## src/rtl/alarm_match_pkg.sv

```systemverilog
`timescale 1ns/1ps
// Shared constants for the alarm matcher: register addresses, bit positions
// and the per-field compare widths.
package alarm_match_pkg;
    localparam int DATA_W      = 8;
    localparam int CAL_W       = 7;
    localparam int NUM_FIELDS  = 4;
    localparam int ADDR_CTRL1  = 'h00;
    localparam int ADDR_CTRL2  = 'h01;
    localparam int ADDR_ALARM0 = 'h0A;
    localparam int IE_BIT      = 1;
    localparam int FLAG_BIT    = 3;
    localparam int EN_N_BIT    = 7;
    localparam logic [DATA_W-1:0] CFG_RESET = 8'h80;

    // Number of compared value bits for field idx (0 minute .. 3 weekday).
    function automatic int field_width(input int idx);
        case (idx)
            0:       return 7;
            1:       return 6;
            2:       return 6;
            default: return 3;
        endcase
    endfunction
endpackage

```

## src/rtl/alarm_field_cmp.sv

```systemverilog
`timescale 1ns/1ps
// One alarm field comparator.
// Assumes: cfg holds the active-low enable in bit EN_N_BIT; only the low
// VAL_W bits of cfg and cal_val are compared, the rest are masked off.
module alarm_field_cmp
    import alarm_match_pkg::*;
#(
    parameter int VAL_W = 7
) (
    input  logic [DATA_W-1:0] cfg,
    input  logic [CAL_W-1:0]  cal_val,
    output logic              enabled,
    output logic              hit
);
    localparam logic [CAL_W-1:0] VAL_MASK = CAL_W'((1 << VAL_W) - 1);

    // Field hit: disabled fields always pass, enabled ones must be equal.
    always_comb begin
        enabled = ~cfg[EN_N_BIT];
        hit     = cfg[EN_N_BIT] |
                  ((cfg[CAL_W-1:0] & VAL_MASK) == (cal_val & VAL_MASK));
    end
endmodule

```

## src/rtl/alarm_minute_tick.sv

```systemverilog
`timescale 1ns/1ps
// Minute boundary detector.
// Produces a one-cycle tick when the seconds value turns to zero from a
// nonzero value seen on the previous clock. Assumes seconds are BCD.
module alarm_minute_tick
    import alarm_match_pkg::*;
(
    input  logic             clk,
    input  logic             rst_n,
    input  logic [CAL_W-1:0] sec,
    output logic             tick
);
    logic [CAL_W-1:0] sec_prev;

    // Remember last cycle's seconds value.
    always_ff @(posedge clk) begin
        if (!rst_n) sec_prev <= '0;
        else        sec_prev <= sec;
    end

    // Tick on the transition into second zero.
    always_comb tick = (sec_prev != '0) && (sec == '0);


    tick_single_chk: assert property (@(posedge clk) disable iff (!rst_n)
        tick |=> !tick);
endmodule

```

## src/rtl/alarm_flag.sv

```systemverilog
`timescale 1ns/1ps
// Sticky alarm flag.
// Set on a matching minute tick, cleared by software; a set in the same
// cycle as a clear wins so that no alarm event is lost.
module alarm_flag (
    input  logic clk,
    input  logic rst_n,
    input  logic tick,
    input  logic match,
    input  logic any_en,
    input  logic clr_req,
    output logic flag
);
    // Flag state update with set priority.
    always_ff @(posedge clk) begin
        if (!rst_n)              flag <= 1'b0;
        else if (tick && match)  flag <= 1'b1;
        else if (clr_req)        flag <= 1'b0;
    end


    flag_hold_chk: assert property (@(posedge clk) disable iff (!rst_n)
        (flag && !clr_req) |=> flag);

    flag_tick_only_chk: assert property (@(posedge clk) disable iff (!rst_n)
        (!flag && !tick) |=> !flag);

    flag_all_off_chk: assert property (@(posedge clk) disable iff (!rst_n)
        (!flag && !any_en) |=> !flag);

    flag_set_wins_chk: assert property (@(posedge clk) disable iff (!rst_n)
        (tick && match && clr_req) |=> flag);
endmodule

```

## src/rtl/alarm_regfile.sv

```systemverilog
`timescale 1ns/1ps
// Register window of the alarm matcher: interrupt enable, flag readback and
// clear request, and the four alarm field registers.
// Assumes single-cycle writes; reads are combinational on the address.
module alarm_regfile
    import alarm_match_pkg::*;
#(
    parameter int ADDR_W = 8
) (
    input  logic              clk,
    input  logic              rst_n,
    input  logic              wr,
    input  logic [ADDR_W-1:0] addr,
    input  logic [DATA_W-1:0] wdata,
    input  logic              flag,
    output logic [DATA_W-1:0] cfg [NUM_FIELDS],
    output logic              irq_en,
    output logic              clr_req,
    output logic [DATA_W-1:0] rdata
);
    localparam logic [ADDR_W-1:0] A_CTRL1 = ADDR_W'(ADDR_CTRL1);
    localparam logic [ADDR_W-1:0] A_CTRL2 = ADDR_W'(ADDR_CTRL2);

    // Interrupt enable storage.
    always_ff @(posedge clk) begin
        if (!rst_n)                      irq_en <= 1'b0;
        else if (wr && addr == A_CTRL1)  irq_en <= wdata[IE_BIT];
    end

    // One storage byte per alarm field.
    for (genvar i = 0; i < NUM_FIELDS; i++) begin : g_cfg
        localparam logic [ADDR_W-1:0] A_FIELD = ADDR_W'(ADDR_ALARM0 + i);
        // Field register write.
        always_ff @(posedge clk) begin
            if (!rst_n)                      cfg[i] <= CFG_RESET;
            else if (wr && addr == A_FIELD)  cfg[i] <= wdata;
        end
    end

    // Clear request: a zero written to the flag bit.
    always_comb clr_req = wr && (addr == A_CTRL2) && !wdata[FLAG_BIT];

    // Read mux.
    always_comb begin
        rdata = '0;
        if (addr == A_CTRL1) rdata[IE_BIT]   = irq_en;
        if (addr == A_CTRL2) rdata[FLAG_BIT] = flag;
        for (int i = 0; i < NUM_FIELDS; i++) begin
            if (addr == ADDR_W'(ADDR_ALARM0 + i)) rdata = cfg[i];
        end
    end
endmodule

```

## src/rtl/alarm_matcher.sv

```systemverilog
`timescale 1ns/1ps
// Minute-resolution alarm matcher top.
// Compares the BCD calendar against four alarm fields once per minute and
// keeps a sticky flag that drives a level interrupt when enabled.
// Assumes calendar inputs are synchronous to clk.
module alarm_matcher
    import alarm_match_pkg::*;
#(
    parameter int ADDR_W = 8
) (
    input  logic              clk,
    input  logic              rst_n,
    input  logic              reg_wr,
    input  logic [ADDR_W-1:0] reg_addr,
    input  logic [DATA_W-1:0] reg_wdata,
    output logic [DATA_W-1:0] reg_rdata,
    input  logic [6:0]        cal_sec,
    input  logic [6:0]        cal_min,
    input  logic [5:0]        cal_hour,
    input  logic [5:0]        cal_date,
    input  logic [2:0]        cal_wday,
    output logic              alarm_irq
);
    logic [DATA_W-1:0]     cfg [NUM_FIELDS];
    logic [CAL_W-1:0]      cal_vec [NUM_FIELDS];
    logic [NUM_FIELDS-1:0] hits;
    logic [NUM_FIELDS-1:0] enables;
    logic                  irq_en, clr_req, flag, tick, any_en, match;

    // Zero-extend calendar fields into a uniform vector.
    always_comb begin
        cal_vec[0] = cal_min;
        cal_vec[1] = {1'b0, cal_hour};
        cal_vec[2] = {1'b0, cal_date};
        cal_vec[3] = {4'b0, cal_wday};
    end

    alarm_regfile #(.ADDR_W(ADDR_W)) u_regs (
        .clk(clk), .rst_n(rst_n), .wr(reg_wr), .addr(reg_addr),
        .wdata(reg_wdata), .flag(flag), .cfg(cfg), .irq_en(irq_en),
        .clr_req(clr_req), .rdata(reg_rdata)
    );

    for (genvar i = 0; i < NUM_FIELDS; i++) begin : g_field
        alarm_field_cmp #(.VAL_W(field_width(i))) u_cmp (
            .cfg(cfg[i]), .cal_val(cal_vec[i]),
            .enabled(enables[i]), .hit(hits[i])
        );
    end

    // Whole-pattern match: all fields pass and at least one is enabled.
    always_comb begin
        any_en = |enables;
        match  = (&hits) && any_en;
    end

    alarm_minute_tick u_tick (
        .clk(clk), .rst_n(rst_n), .sec(cal_sec), .tick(tick)
    );

    alarm_flag u_flag (
        .clk(clk), .rst_n(rst_n), .tick(tick), .match(match),
        .any_en(any_en), .clr_req(clr_req), .flag(flag)
    );

    // Interrupt level.
    always_comb alarm_irq = flag && irq_en;


    irq_off_chk: assert property (@(posedge clk) disable iff (!rst_n)
        (!reg_wr && !alarm_irq && !(tick && match)) |=> !alarm_irq);
endmodule

```

## config.mk

```make
export PLATFORM = sky130hd
export DESIGN_NAME = alarm_matcher
export DESIGN_NICKNAME = d
export VERILOG_FILES = /design/src/rtl/alarm_match_pkg.sv /design/src/rtl/alarm_field_cmp.sv /design/src/rtl/alarm_minute_tick.sv /design/src/rtl/alarm_flag.sv /design/src/rtl/alarm_regfile.sv /design/src/rtl/alarm_matcher.sv
export SDC_FILE = /design/constraint.sdc
export NUM_CORES = 1
export LEC_CHECK = 0
export BUFFER_PORTS_ARGS = -buffer_cell sky130_fd_sc_hd__buf_4
export CAP_MARGIN = 10
export CORE_MARGIN = 2
export CORE_UTILIZATION = 45
export CTS_BUF_LIST = sky130_fd_sc_hd__clkbuf_8
export DETAILED_ROUTE_END_ITERATION = 12
export PLACE_DENSITY = 0.71
export SLEW_MARGIN = 25
export SYNTH_ARGS = -nofsm -noshare
export SYNTH_HDL_FRONTEND = slang
export SYNTH_HIERARCHICAL = 1
export SYNTH_SLANG_ARGS = --single-unit
```

## constraint.sdc

```tcl
create_clock -name clk -period 3.7 [get_ports clk]
set_input_delay 0.74 -clock clk [delete_from_list [all_inputs] [get_ports clk]]
set_output_delay 0.74 -clock clk [all_outputs]
set_load 0.01 [all_outputs]
```

==> impl_metrics.prom <==
# TYPE chip_impl_metric gauge
chip_impl_metric{name="drt-total-wl",unit="um"} 5284
chip_impl_metric{name="max_slew_violation_count",unit=""} 0
chip_impl_info{name="clock_tree.root_cell",value="clkbuf_8"} 1
chip_impl_metric{name="power_leakage",unit="nW"} 1.163
chip_impl_metric{name="timing_worst_slew_pin_value",unit="ns"} 0.6468
chip_impl_info{name="rsz0062_at_grt",value="no"} 1
chip_impl_metric{name="combined_flip_flop_and_latch_cell_area",unit="um^2"} 820.8
chip_impl_metric{name="ratio_of_cells_with_drive_above_1_in_the_final_layout",unit="%"} 26.74
chip_impl_info{name="worst-setup-path-type",value="in2out"} 1
chip_impl_info{name="cpMostUsedCell",value="buf_4"} 1
chip_impl_metric{name="leftover_overflow_at_the_end_of_global_routing",unit=""} 0
chip_impl_metric{name="buffer_ports.inserted",unit=""} 56
chip_impl_metric{name="area_growth_syn_to_layout",unit="%"} 26.17
chip_impl_metric{name="grt_start_max_net_pins",unit=""} 50
chip_impl_metric{name="place.gp.congestion",unit=""} 0.8183
chip_impl_metric{name="average_footprint_of_a_synthesized_cell",unit="um^2"} 9.584
chip_impl_info{name="critPathLaunchType",value="input pin"} 1
chip_impl_metric{name="numCtsBuffers",unit=""} 5
chip_impl_info{name="outcome",value="finished clean"} 1
chip_impl_metric{name="dp_hpwl",unit="um"} 3948
chip_impl_metric{name="cp_max_fo",unit=""} 22
chip_impl_metric{name="netlist_area",unit="um^2"} 2223
chip_impl_metric{name="path_clk_slew",unit="ns"} 0.08
chip_impl_metric{name="tritoncts_num_sinks",unit=""} 41
chip_impl_info{name="layout.cells.most_common",value="buf_4"} 1
chip_impl_metric{name="drt-pass1-iter-count",unit=""} 4
chip_impl_metric{name="grt_antenna_before_repair",unit=""} 0
chip_impl_metric{name="worstPathArrival",unit="ns"} 2.13
chip_impl_metric{name="cts-hold-fix-buffers",unit=""} 0
chip_impl_metric{name="max-slew-margin-rel",unit="%"} 56.74
chip_impl_metric{name="peakVddDrop",unit="mV"} 0.2283
chip_impl_metric{name="powerDensity",unit="nW/um^2"} 328.1
chip_impl_metric{name="io_pins",unit=""} 57
chip_impl_metric{name="fin_tns_setup",unit="ns"} 0
chip_impl_metric{name="via_count_of_the_first_global_routing_pass",unit=""} 1786
chip_impl_metric{name="layout.nets",unit=""} 335
chip_impl_metric{name="critical_path_required",unit="ns"} 2.96
chip_impl_info{name="hold_class",value="reg2reg"} 1
chip_impl_metric{name="dieHeight",unit="um"} 74.29
chip_impl_metric{name="max_freq",unit="MHz"} 348.1
chip_impl_metric{name="diodes",unit=""} 0
chip_impl_metric{name="yosys_warnings",unit=""} 6
chip_impl_metric{name="initial_utilization",unit="%"} 46.76
chip_impl_metric{name="multiInputGateArea",unit="um^2"} 1349
chip_impl_metric{name="post-route-drc-count",unit=""} 0
chip_impl_info{name="kind_of_capture_point_of_the_worst_setup_path",value="output pin"} 1
chip_impl_info{name="timing.critical_path.cells",value="buf_4 -> or4b_2 -> a211oi_1 -> a2bb2oi_1 -> buf_4"} 1
chip_impl_metric{name="dr_total_vias",unit=""} 1816
chip_impl_metric{name="first_iter_violations",unit=""} 107
chip_impl_metric{name="grt_util_all_layers",unit="%"} 20.70
chip_impl_metric{name="route.antenna.remaining_nets",unit=""} 0
chip_impl_info{name="critPathSlowestCell",value="or4b_2"} 1
chip_impl_metric{name="final_hold_viol_count",unit=""} 0
chip_impl_metric{name="report.final.setup_viol",unit=""} 0
chip_impl_metric{name="ctsHtreeMaxLevel",unit=""} 2
chip_impl_metric{name="synthesis.instances",unit=""} 232
chip_impl_metric{name="fp.dieW",unit="um"} 74.29
chip_impl_metric{name="setup_buffers_after_cts",unit=""} 0
chip_impl_metric{name="grt_pass1_wl",unit="um"} 8597
chip_impl_metric{name="critPathMaxStageDelay",unit="ns"} 0.62
chip_impl_metric{name="total_power",unit="uW"} 920.4
chip_impl_metric{name="synth_fp_nets",unit=""} 280
chip_impl_metric{name="layout_min_cycle_time",unit="ns"} 2.873
chip_impl_metric{name="timing.max_cap.violations",unit=""} 0
chip_impl_metric{name="clockBufferDepth",unit=""} 2
chip_impl_info{name="tritoncts",value="done"} 1
chip_impl_metric{name="clock_latency",unit="ns"} 0.29
chip_impl_info{name="mostFrequentLayoutCells",value="56 x buf_4, 44 x mux2i_1, 41 x nand2_1, 41 x dfxtp_1, 12 x xnor2_1"} 1
chip_impl_metric{name="final_min_period_over_clock_period",unit="%"} 77.64
chip_impl_metric{name="cts.repair.resized",unit=""} 0
chip_impl_metric{name="finClkSkew",unit="ns"} 0.002003
chip_impl_metric{name="num-fill-cells",unit=""} 424
chip_impl_metric{name="route.detailed.vias_per_inst",unit=""} 5.115
chip_impl_metric{name="floorplan.core_area",unit="um^2"} 4755
chip_impl_metric{name="floorplan.rows",unit=""} 25
chip_impl_metric{name="detail_route.wl_per_cell",unit="um"} 14.88
chip_impl_metric{name="die-area",unit="um^2"} 5519
==> critical path, delay by kind of cell <==
kind	cells	cell delay, ns
buf+inv	2	0.35
simple gates	1	0.62
compound gates	2	0.42
==> cell type report <==
cell class,instances,share of cell area [%]
Multi-Input combinational cell,179,48.08
Clock inverter,2,1.204
Clock buffer,6,2.944
Timing Repair Buffer,56,14.99
Tap cell,67,2.988
Inverter,4,0.5352
Sequential cell,41,29.26
==> per-layer routing <==
metal	vias to the layer above	GRT usage, %	part of all wire (%)
met5	-	0	0
met4	0	4.762	0.34
met3	2	5.149	5.1
met2	44	33.33	47
met1	845	28.24	48
li1	925	-	-
==> flip-flops by register name, summed over array words and instances, names as in the netlist <==
signal / cells
u_regs/cfg: 32
u_flag/flag: 1
u_tick/sec_prev: 7
u_regs/irq_en: 1
==> final timing paths <==
path | start | end | slack [ns] | cells after the start
worst min-delay path | u_regs/cfg[3] | u_regs/cfg[3] | 0.47 | 2
worst max register to register | u_regs/cfg[28] | u_flag/flag | 2.07 | 7
worst min register to register | u_regs/cfg[3] | u_regs/cfg[3] | 0.47 | 2
worst max-delay path | reg_addr[0] | reg_rdata[1] | 0.83 | 5
==> where the power goes <==
group | leakage [nW] | switching [mW] | internal [mW]
Combinational | 0.768 | 0.0501 | 0.0525
Sequential | 0.332 | 0.00143 | 0.445
Clock | 0.0626 | 0.154 | 0.217
==> through the flow <==
step	instances	area (um^2)	hold WS, ns	setup slack [ns]	utilization (%)
CTS	355	2805	0.4659	0.8186	59.00
global route	355	2805	0.4860	0.7568	59.00
detailed placement	347	2689	0.4542	0.8189	56.55
floorplan	232	2223	0.4341	0.9279	-
global placement	347	2689	0.4437	0.8148	56.55
finish	355	2805	0.4652	0.8274	59.00
No activity file was read; power rests on OpenSTA's default activity.
